File: src/rtl/hma_pkg.sv
package hma_pkg;
  localparam int ID_W   = 4;
  localparam int AGENTS = 1 << ID_W;
  localparam int DATA_W = ID_W + 1;

  typedef struct packed {
    logic            vld;
    logic [ID_W-1:0] id;
  } ent_t;

  typedef enum logic [2:0] {
    SRC_NONE, SRC_BOOT, SRC_WHEEL, SRC_PRIO, SRC_RR1, SRC_RR2
  } src_e;

  // wheel codes are offset by half the ID space
  function automatic logic [ID_W-1:0] wheel_to_agent(input logic [ID_W-1:0] code);
    return code + ID_W'(AGENTS / 2);
  endfunction
endpackage

File: src/rtl/hma_cfg_store.sv
module hma_cfg_store
  import hma_pkg::*;
#(
  parameter int WHEEL_SLOTS = 128,
  parameter int PRIO_N      = 16,
  parameter int RR1_N       = 16,
  parameter int RR2_N       = 8,
  localparam int WHEEL_W    = $clog2(WHEEL_SLOTS),
  localparam int CFG_AW     = WHEEL_W + 2,
  localparam int LIDX_W     = WHEEL_W - 2,
  localparam int PI_W       = $clog2(PRIO_N),
  localparam int R1_W       = $clog2(RR1_N),
  localparam int R2_W       = $clog2(RR2_N)
) (
  input  logic                    clk_i,
  input  logic                    rst_ni,
  input  logic                    we_i,
  input  logic [CFG_AW-1:0]       addr_i,
  input  logic [DATA_W-1:0]       wdata_i,
  input  logic                    sel_i,
  input  logic [WHEEL_W-1:0]      wheel_ptr_i,
  output ent_t                    wheel_ent_o,
  output ent_t [PRIO_N-1:0]       prio_o,
  output ent_t [RR1_N-1:0]        rr1_o,
  output ent_t [RR2_N-1:0]        rr2_o,
  output logic                    pend_sel_o,
  output logic                    pend_en_o
);
  ent_t              wheel_q [2][WHEEL_SLOTS];
  ent_t [PRIO_N-1:0] prio_q  [2];
  ent_t [RR1_N-1:0]  rr1_q   [2];
  ent_t [RR2_N-1:0]  rr2_q   [2];
  logic              sel_q, en_q;

  logic              set_b, is_wheel;
  logic [1:0]        tbl;
  logic [LIDX_W-1:0] lidx;
  logic [WHEEL_W-1:0] slot;
  ent_t              went;
  logic              unused_bits;

  assign set_b    = addr_i[CFG_AW-1];
  assign is_wheel = addr_i[CFG_AW-2];
  assign slot     = addr_i[WHEEL_W-1:0];
  assign tbl      = addr_i[WHEEL_W-1 -: 2];
  assign lidx     = addr_i[LIDX_W-1:0];
  assign went     = ent_t'(wdata_i);
  assign unused_bits = ^wdata_i[DATA_W-1:2];

  always_ff @(posedge clk_i or negedge rst_ni) begin
    if (!rst_ni) begin
      for (int s = 0; s < 2; s++) begin
        for (int i = 0; i < WHEEL_SLOTS; i++) wheel_q[s][i] <= '0;
        prio_q[s] <= '0;
        rr1_q[s]  <= '0;
        rr2_q[s]  <= '0;
      end
      sel_q <= 1'b0;
      en_q  <= 1'b0;
    end else if (we_i) begin
      if (is_wheel) begin
        wheel_q[set_b][slot] <= went;
      end else begin
        unique case (tbl)
          2'd0: if (32'(lidx) < PRIO_N) prio_q[set_b][lidx[PI_W-1:0]] <= went;
          2'd1: if (32'(lidx) < RR1_N)  rr1_q[set_b][lidx[R1_W-1:0]]  <= went;
          2'd2: if (32'(lidx) < RR2_N)  rr2_q[set_b][lidx[R2_W-1:0]]  <= went;
          default: begin
            sel_q <= wdata_i[0];
            en_q  <= wdata_i[1];
          end
        endcase
      end
    end
  end

  assign wheel_ent_o = wheel_q[sel_i][wheel_ptr_i];
  assign prio_o      = prio_q[sel_i];
  assign rr1_o       = rr1_q[sel_i];
  assign rr2_o       = rr2_q[sel_i];
  assign pend_sel_o  = sel_q;
  assign pend_en_o   = en_q;
endmodule

File: src/rtl/hma_rr_scan.sv
module hma_rr_scan #(
  parameter int N  = 16,
  localparam int W = $clog2(N)
) (
  input  logic [N-1:0] req_i,
  input  logic [W-1:0] ptr_i,
  output logic         hit_o,
  output logic [W-1:0] idx_o
);
  always_comb begin
    hit_o = 1'b0;
    idx_o = '0;
    for (int k = 0; k < N; k++) begin
      int p;
      p = int'(ptr_i) + k;
      if (p >= N) p = p - N;
      if (!hit_o && req_i[p]) begin
        hit_o = 1'b1;
        idx_o = W'(p);
      end
    end
  end
endmodule

File: src/rtl/hma_pick.sv
module hma_pick
  import hma_pkg::*;
#(
  parameter int PRIO_N = 16,
  parameter int RR1_N  = 16,
  parameter int RR2_N  = 8,
  localparam int R1_W  = $clog2(RR1_N),
  localparam int R2_W  = $clog2(RR2_N)
) (
  input  logic [AGENTS-1:0] req_i,
  input  logic              en_i,
  input  ent_t              wheel_ent_i,
  input  ent_t [PRIO_N-1:0] prio_i,
  input  ent_t [RR1_N-1:0]  rr1_i,
  input  ent_t [RR2_N-1:0]  rr2_i,
  input  logic [ID_W-1:0]   boot_ptr_i,
  input  logic [R1_W-1:0]   rr1_ptr_i,
  input  logic [R2_W-1:0]   rr2_ptr_i,
  output logic              win_vld_o,
  output logic [ID_W-1:0]   win_id_o,
  output src_e              src_o,
  output logic [R1_W-1:0]   rr1_idx_o,
  output logic [R2_W-1:0]   rr2_idx_o
);
  logic [RR1_N-1:0] rr1_req;
  logic [RR2_N-1:0] rr2_req;
  logic             boot_hit, rr1_hit, rr2_hit, wheel_hit, prio_hit;
  logic [ID_W-1:0]  boot_idx, wheel_agent, prio_id;
  logic             unused_gw;

  for (genvar j = 0; j < RR2_N; j++) begin : g_rr2_req
    assign rr2_req[j] = rr2_i[j].vld && req_i[rr2_i[j].id];
  end
  for (genvar k = 0; k < RR1_N - 1; k++) begin : g_rr1_req
    assign rr1_req[k] = rr1_i[k].vld && req_i[rr1_i[k].id];
  end
  // last first-level entry is the gateway to the second level
  assign rr1_req[RR1_N-1] = |rr2_req;
  assign unused_gw = ^rr1_i[RR1_N-1];

  hma_rr_scan #(.N(AGENTS)) u_boot (
    .req_i(req_i), .ptr_i(boot_ptr_i), .hit_o(boot_hit), .idx_o(boot_idx));
  hma_rr_scan #(.N(RR1_N)) u_rr1 (
    .req_i(rr1_req), .ptr_i(rr1_ptr_i), .hit_o(rr1_hit), .idx_o(rr1_idx_o));
  hma_rr_scan #(.N(RR2_N)) u_rr2 (
    .req_i(rr2_req), .ptr_i(rr2_ptr_i), .hit_o(rr2_hit), .idx_o(rr2_idx_o));

  assign wheel_agent = wheel_to_agent(wheel_ent_i.id);
  assign wheel_hit   = wheel_ent_i.vld && req_i[wheel_agent];

  always_comb begin
    prio_hit = 1'b0;
    prio_id  = '0;
    for (int k = 0; k < PRIO_N; k++) begin
      if (!prio_hit && prio_i[k].vld && req_i[prio_i[k].id]) begin
        prio_hit = 1'b1;
        prio_id  = prio_i[k].id;
      end
    end
  end

  always_comb begin
    win_vld_o = 1'b0;
    win_id_o  = '0;
    src_o     = SRC_NONE;
    if (!en_i) begin
      if (boot_hit) begin
        win_vld_o = 1'b1; win_id_o = boot_idx; src_o = SRC_BOOT;
      end
    end else if (wheel_hit) begin
      win_vld_o = 1'b1; win_id_o = wheel_agent; src_o = SRC_WHEEL;
    end else if (prio_hit) begin
      win_vld_o = 1'b1; win_id_o = prio_id; src_o = SRC_PRIO;
    end else if (rr1_hit) begin
      win_vld_o = 1'b1;
      if (rr1_idx_o == R1_W'(RR1_N - 1)) begin
        win_id_o = rr2_i[rr2_idx_o].id; src_o = SRC_RR2;
      end else begin
        win_id_o = rr1_i[rr1_idx_o].id; src_o = SRC_RR1;
      end
    end
  end

  logic unused_rr2;
  assign unused_rr2 = rr2_hit;
endmodule

File: src/rtl/hybrid_mem_arb.sv
module hybrid_mem_arb
  import hma_pkg::*;
#(
  parameter int WHEEL_SLOTS = 128,
  parameter int PRIO_N      = 16,
  parameter int RR1_N       = 16,
  parameter int RR2_N       = 8,
  localparam int WHEEL_W    = $clog2(WHEEL_SLOTS),
  localparam int CFG_AW     = WHEEL_W + 2,
  localparam int R1_W       = $clog2(RR1_N),
  localparam int R2_W       = $clog2(RR2_N)
) (
  input  logic                clk_i,
  input  logic                rst_ni,
  input  logic [AGENTS-1:0]   req_i,
  input  logic                done_i,
  input  logic                cfg_we_i,
  input  logic [CFG_AW-1:0]   cfg_addr_i,
  input  logic [DATA_W-1:0]   cfg_wdata_i,
  output logic [AGENTS-1:0]   gnt_o,
  output logic [ID_W-1:0]     gnt_id_o,
  output logic                gnt_valid_o
);
  logic               busy_q;
  logic [ID_W-1:0]    gnt_id_q;
  logic               act_sel_q, act_en_q;
  logic               pend_sel, pend_en, eff_sel, eff_en;
  logic [WHEEL_W-1:0] wheel_ptr_q;
  logic [ID_W-1:0]    boot_ptr_q;
  logic [R1_W-1:0]    rr1_ptr_q, rr1_idx;
  logic [R2_W-1:0]    rr2_ptr_q, rr2_idx;
  ent_t               wheel_ent;
  ent_t [PRIO_N-1:0]  prio;
  ent_t [RR1_N-1:0]   rr1;
  ent_t [RR2_N-1:0]   rr2;
  logic               win_vld;
  logic [ID_W-1:0]    win_id;
  src_e               src;

  // newest control applies at idle, frozen while a grant is active
  assign eff_sel = busy_q ? act_sel_q : pend_sel;
  assign eff_en  = busy_q ? act_en_q  : pend_en;

  hma_cfg_store #(
    .WHEEL_SLOTS(WHEEL_SLOTS), .PRIO_N(PRIO_N), .RR1_N(RR1_N), .RR2_N(RR2_N)
  ) u_cfg (
    .clk_i, .rst_ni,
    .we_i(cfg_we_i), .addr_i(cfg_addr_i), .wdata_i(cfg_wdata_i),
    .sel_i(eff_sel), .wheel_ptr_i(wheel_ptr_q),
    .wheel_ent_o(wheel_ent), .prio_o(prio), .rr1_o(rr1), .rr2_o(rr2),
    .pend_sel_o(pend_sel), .pend_en_o(pend_en)
  );

  hma_pick #(.PRIO_N(PRIO_N), .RR1_N(RR1_N), .RR2_N(RR2_N)) u_pick (
    .req_i, .en_i(eff_en), .wheel_ent_i(wheel_ent),
    .prio_i(prio), .rr1_i(rr1), .rr2_i(rr2),
    .boot_ptr_i(boot_ptr_q), .rr1_ptr_i(rr1_ptr_q), .rr2_ptr_i(rr2_ptr_q),
    .win_vld_o(win_vld), .win_id_o(win_id), .src_o(src),
    .rr1_idx_o(rr1_idx), .rr2_idx_o(rr2_idx)
  );

  always_ff @(posedge clk_i or negedge rst_ni) begin
    if (!rst_ni) begin
      busy_q      <= 1'b0;
      gnt_id_q    <= '0;
      act_sel_q   <= 1'b0;
      act_en_q    <= 1'b0;
      wheel_ptr_q <= '0;
      boot_ptr_q  <= '0;
      rr1_ptr_q   <= '0;
      rr2_ptr_q   <= '0;
    end else if (!busy_q) begin
      act_sel_q <= pend_sel;
      act_en_q  <= pend_en;
      if (win_vld) begin
        busy_q   <= 1'b1;
        gnt_id_q <= win_id;
        unique case (src)
          SRC_BOOT: boot_ptr_q <= win_id + 1'b1;
          SRC_RR1:  rr1_ptr_q  <= (rr1_idx == R1_W'(RR1_N - 1)) ? '0 : rr1_idx + 1'b1;
          SRC_RR2: begin
            rr1_ptr_q <= '0;
            rr2_ptr_q <= (rr2_idx == R2_W'(RR2_N - 1)) ? '0 : rr2_idx + 1'b1;
          end
          default: ;
        endcase
      end
    end else if (done_i) begin
      busy_q <= 1'b0;
      if (act_en_q)
        wheel_ptr_q <= (wheel_ptr_q == WHEEL_W'(WHEEL_SLOTS - 1)) ? '0 : wheel_ptr_q + 1'b1;
    end
  end

  assign gnt_valid_o = busy_q;
  assign gnt_id_o    = gnt_id_q;
  assign gnt_o       = busy_q ? (AGENTS'(1) << gnt_id_q) : '0;
endmodule

File: config.mk
export PLATFORM = sky130hd
export DESIGN_NAME = hybrid_mem_arb
export DESIGN_NICKNAME = d
export VERILOG_FILES = /design/src/rtl/hma_pkg.sv /design/src/rtl/hma_cfg_store.sv /design/src/rtl/hma_rr_scan.sv /design/src/rtl/hma_pick.sv /design/src/rtl/hybrid_mem_arb.sv
export SDC_FILE = /design/constraint.sdc
export NUM_CORES = 2
export LEC_CHECK = 0
export BUFFER_PORTS_ARGS = -buffer_cell sky130_fd_sc_hd__clkbuf_2
export CAP_MARGIN = 20
export CORE_AREA = 2 2 370 372
export CTS_BUF_LIST = sky130_fd_sc_hd__clkbuf_16
export DETAILED_ROUTE_END_ITERATION = 8
export DIE_AREA = 0 0 372 374
export PLACE_DENSITY_LB_ADDON = 0.05
export SETUP_SLACK_MARGIN = 0.5
export SLEW_MARGIN = 10
export SYNTH_ARGS = -nofsm -noshare
export SYNTH_HDL_FRONTEND = slang
export SYNTH_SLANG_ARGS = --single-unit
export TNS_END_PERCENT = 10
File: constraint.sdc
create_clock -name clk_i -period 11.5 [get_ports clk_i]
set_input_delay 0 -clock clk_i [delete_from_list [all_inputs] [get_ports clk_i]]
set_output_delay 0 -clock clk_i [all_outputs]
set_load 0.05 [all_outputs]
==> flow_summary_export.csv <==
group,metric,value,unit
yosys,ys_ff_latch,1705,
layout,area_delta_synth_final,7.69,%
power_and_ir_drop,p_comb_frac,0.380,
drt,drt_iter0_markers,6556,
critical_path,worstPathArrival,9.83,ns
min_path,hold_path.class,"in -> reg",
global_routing,grt_max_degree,202,
timing,finalCriticalPeriod,9.17,ns
power_and_ir_drop,power_frac_clock,0.288,
power_and_ir_drop,power.internal,0.0120,W
drt,drt-vias-per-instance,7.16,
power_and_ir_drop,p_seq_frac,0.333,
yosys,yosysMostFrequentCell,"mux2_2",
timing,whs,-0.0858,ns
global_routing,grt_use_total,0.380,
critical_path,critPathMaxFanout,109,
floorplan,die_x,372,um
yosys,syn_avg_cell_area,13.2,um^2
drt,drtAntennaViolNets,0,
critical_path,critPathBufInv,4,
timing,finalHoldViolCount,13,
timing,fmax,0.109,GHz
global_routing,grt_overflow,0,
place,portBuffers,54,
yosys,mappedNetlistNets,7087,
drt,drc,0,
timing,fin_skew,0.0524,ns
clock_tree,cts.path.max_buffers,3,
floorplan,start_util,0.689,
timing,setup_ws,2.33,ns
floorplan,die_height,374,um
global_routing,antenna_found_initial,8,
power_and_ir_drop,powerDensity,192,mW/mm^2
power_and_ir_drop,p_switching,0.00729,W
floorplan,core,0.135,mm^2
timing,final.setup.tns,0,ns
global_routing,grt_first_pass_wirelength,402000,um
clock_tree,cts.repair.resized,0,
yosys,synth_area,0.0929,mm^2
critical_path,start_kind,"register",
clock_tree,htree_num_levels,4,
critical_path,crit_family,"simple AND/OR/NAND/NOR gates",
critical_path,worstPathRequired,12.16,ns
yosys,synth.distinct_cells,116,
clock_tree,insertion_delay,0.83,ns
drt,firstDrtPassIters,7,
timing,rsz0062_at_grt,"no",
drt,drt_wl_total,261000,um
yosys,synthCells,7033,
timing,slew_violations,0,
drt,wl_per_cell,29.8,um
critical_path,crit_chain,"mux2i_4, inv_8, buf_12, mux2i_1, mux2_1, o22ai_1, o21ai_1, or4_1, nor3_1, a211oi_2, a21oi_2, and4_4, nand2_1, or2_1, a221oi_2, or2_2, inv_2, ha_1, inv_1, nor3_1, a221o_1, nor4_2, ha_1, mux2_2",
global_routing,grt_pass1_vias,63700,
drt,vias,62800,
place,dpl_cell_area,0.0943,mm^2
yosys,synth_flop_cell,"dfrtp_1",
timing,fin_crit_sh,0.798,
clock_tree,path_clk_slew,0.06,ns
critical_path,cp_slowest_cell,"a221oi_2",
yosys,synth_edf_count,0,
yosys,yosys.area.top_type,"dfrtp_1",
yosys,yosysWarnings,0,
clock_tree,cts-buffers-inserted,173,
critical_path,reg2reg_depth,24,
place,dp_hpwl,164000,um
timing,slew_headroom,0.124,
place,place_congestion,0.980,
critical_path,endpoint_kind,"register",
power_and_ir_drop,leakagePower,46.2,nW
power_and_ir_drop,vdd_drop_max,0.000197,V
floorplan,die_area,0.139,mm^2
layout,final_nets,6905,
min_path,hold_depth,2,
layout,fin_area,0.100,mm^2
floorplan,ios,55,
outcome,violations,"negative hold slack",
clock_tree,cts_tree,"built",
critical_path,path_class,"reg -> reg",
timing,setup_viol,0,
floorplan,rows,135,
outcome,status,"finished with violations",
place,place_ws,2.43,ns
clock_tree,cts_sinks,1705,
yosys,synth_top_area_frac,0.459,
yosys,synthTopCellsByArea,"dfrtp_1 (46%), mux2_2 (21%), mux4_2 (13%), mux2i_1 (4.4%), clkbuf_1 (1.8%)",
power_and_ir_drop,p_sw_frac,0.378,
critical_path,crit_cells,24,
yosys,ys_seq_area_frac,0.459,
clock_tree,cts_root_buf,"clkbuf_16",
yosys,synth_top_cells_by_count,"mux2_2 (1,743), dfrtp_1 (1,705), mux4_2 (538)",
run,max-cap-violations,0,
critical_path,max_stage_delay,0.85,ns
layout,drive_gt1_frac,0.399,
timing,worst_pin_slew,1.31,ns
yosys,async_reset_ff_frac,1.00,
## worst register-to-register path: cells and delay by family, from the launching register on
family                     cells  cell delay (ns)
AOI/OAI and AO/OA              6             2.35
adders and majority gates      2             0.61
buffers and inverters          4             1.44
DFF                            1             0.59
muxes                          4             1.41
and+or+nand+nor                8             2.66
## path summary, 6_finish.rpt
check	from	end	slack [ns]
setup / recovery	gnt_valid_o	boot_ptr_q[1]	2.33
hold / removal	cfg_wdata_i[3]	u_cfg.rr1_q[88]	-0.09
min in group asynchronous	rst_ni	u_cfg.rr2_q[35]	0.25
max in group asynchronous	rst_ni	u_cfg.wheel_q[748]	8.75
setup reg to reg	gnt_valid_o	boot_ptr_q[1]	2.33
hold reg to reg	rr1_ptr_q[3]	rr1_ptr_q[3]	0.50
## flip-flops by register name, summed over array words and instances, names as in the netlist
name and cells:
act_en_q 1, act_sel_q 1, boot_ptr_q 4, gnt_id_o 4, gnt_valid_o 1, rr1_ptr_q 4, rr2_ptr_q 3, u_cfg.pend_en_o 1
u_cfg.pend_sel_o 1, u_cfg.prio_q 160, u_cfg.rr1_q 158, u_cfg.rr2_q 80, u_cfg.wheel_q 1280, wheel_ptr_q 7
## stage by stage
stage	util	total power (W)	std cells
6_report	0.741	0.0193	8772
5_1_grt	0.741	0.0200	8771
4_1_cts	0.741	0.0192	8765
3_5_place_dp	0.698	0.0137	8440
3_3_place_gp	0.698	0.0137	8440
2_1_floorplan	-	0.0118	7033
## cell type report
type                    instances  area, um^2
diodes                          1        2.50
fillers                      8586       34900
flip-flops and latches       1705       42700
multi-input cells            4725       47800
clock buffers                 174        4350
inverters                      60         233
repair buffers                186        1610
clock inverters               140        1210
well taps                    1781        2230
## repair_timing
item,4_1_cts,5_1_grt
hold buffers,11,0
hold endpoints to repair,478,0
setup buffers,0,0
## metal layers
metal / track usage / wire length (um) / vias to the layer above
met2: 0.586 / 124000 / 2937
met1: 0.540 / 105000 / 33000
li1: - / - / 26100
met4: 0.160 / 12300 / 14
met5: 0 / 94 / -
met3: 0.0639 / 20300 / 685
## layout by cell type, fill, tap and decap left out, types with 14 or more instances in the layout
cell type  count
o22ai_1       18
mux2i_1      409
a211o_1       19
o21ai_0       67
inv_1         85
nor4_1        22
dfrtp_1     1701
clkbuf_16    174
clkinv_1      50
a31oi_1       28
and3_1        16
ha_1          20
xnor2_1       24
nand2b_1      69
a22oi_1       34
nor3_1        66
a2111oi_0     19
o211ai_1      39
nand2_1      429
nor2b_1       61
nand3b_1      29
nor2_1       361
a21o_1        17
and2_1        25
buf_12        16
clkinv_2      21
a311oi_1      14
a211oi_1      55
clkbuf_2      50
mux4_2       538
mux2_2      1743
nand3_1      111
or3_1         17
nand4_1       22
a21oi_1      116
buf_4        101
a221oi_1      22
## power by group through the flow
stage	clock network [W]	registers [W]	logic [W]
2_1_floorplan	0	0.00642	0.00538
3_3_place_gp	0	0.00650	0.00716
3_5_place_dp	0	0.00651	0.00717
4_1_cts	0.00559	0.00640	0.00721
5_1_grt	0.00585	0.00643	0.00774
6_report	0.00554	0.00641	0.00731
## cell families after synthesis
family | Yosys count | synth area share
mux | 2712 | 0.389
flops | 1705 | 0.459
simple gates | 1316 | 0.0672
compound gates | 643 | 0.0515
buf+inv | 603 | 0.0273
xor+xnor | 34 | 0.00320
fa+ha+maj | 20 | 0.00269
No activity file was read; power rests on OpenSTA's default activity.
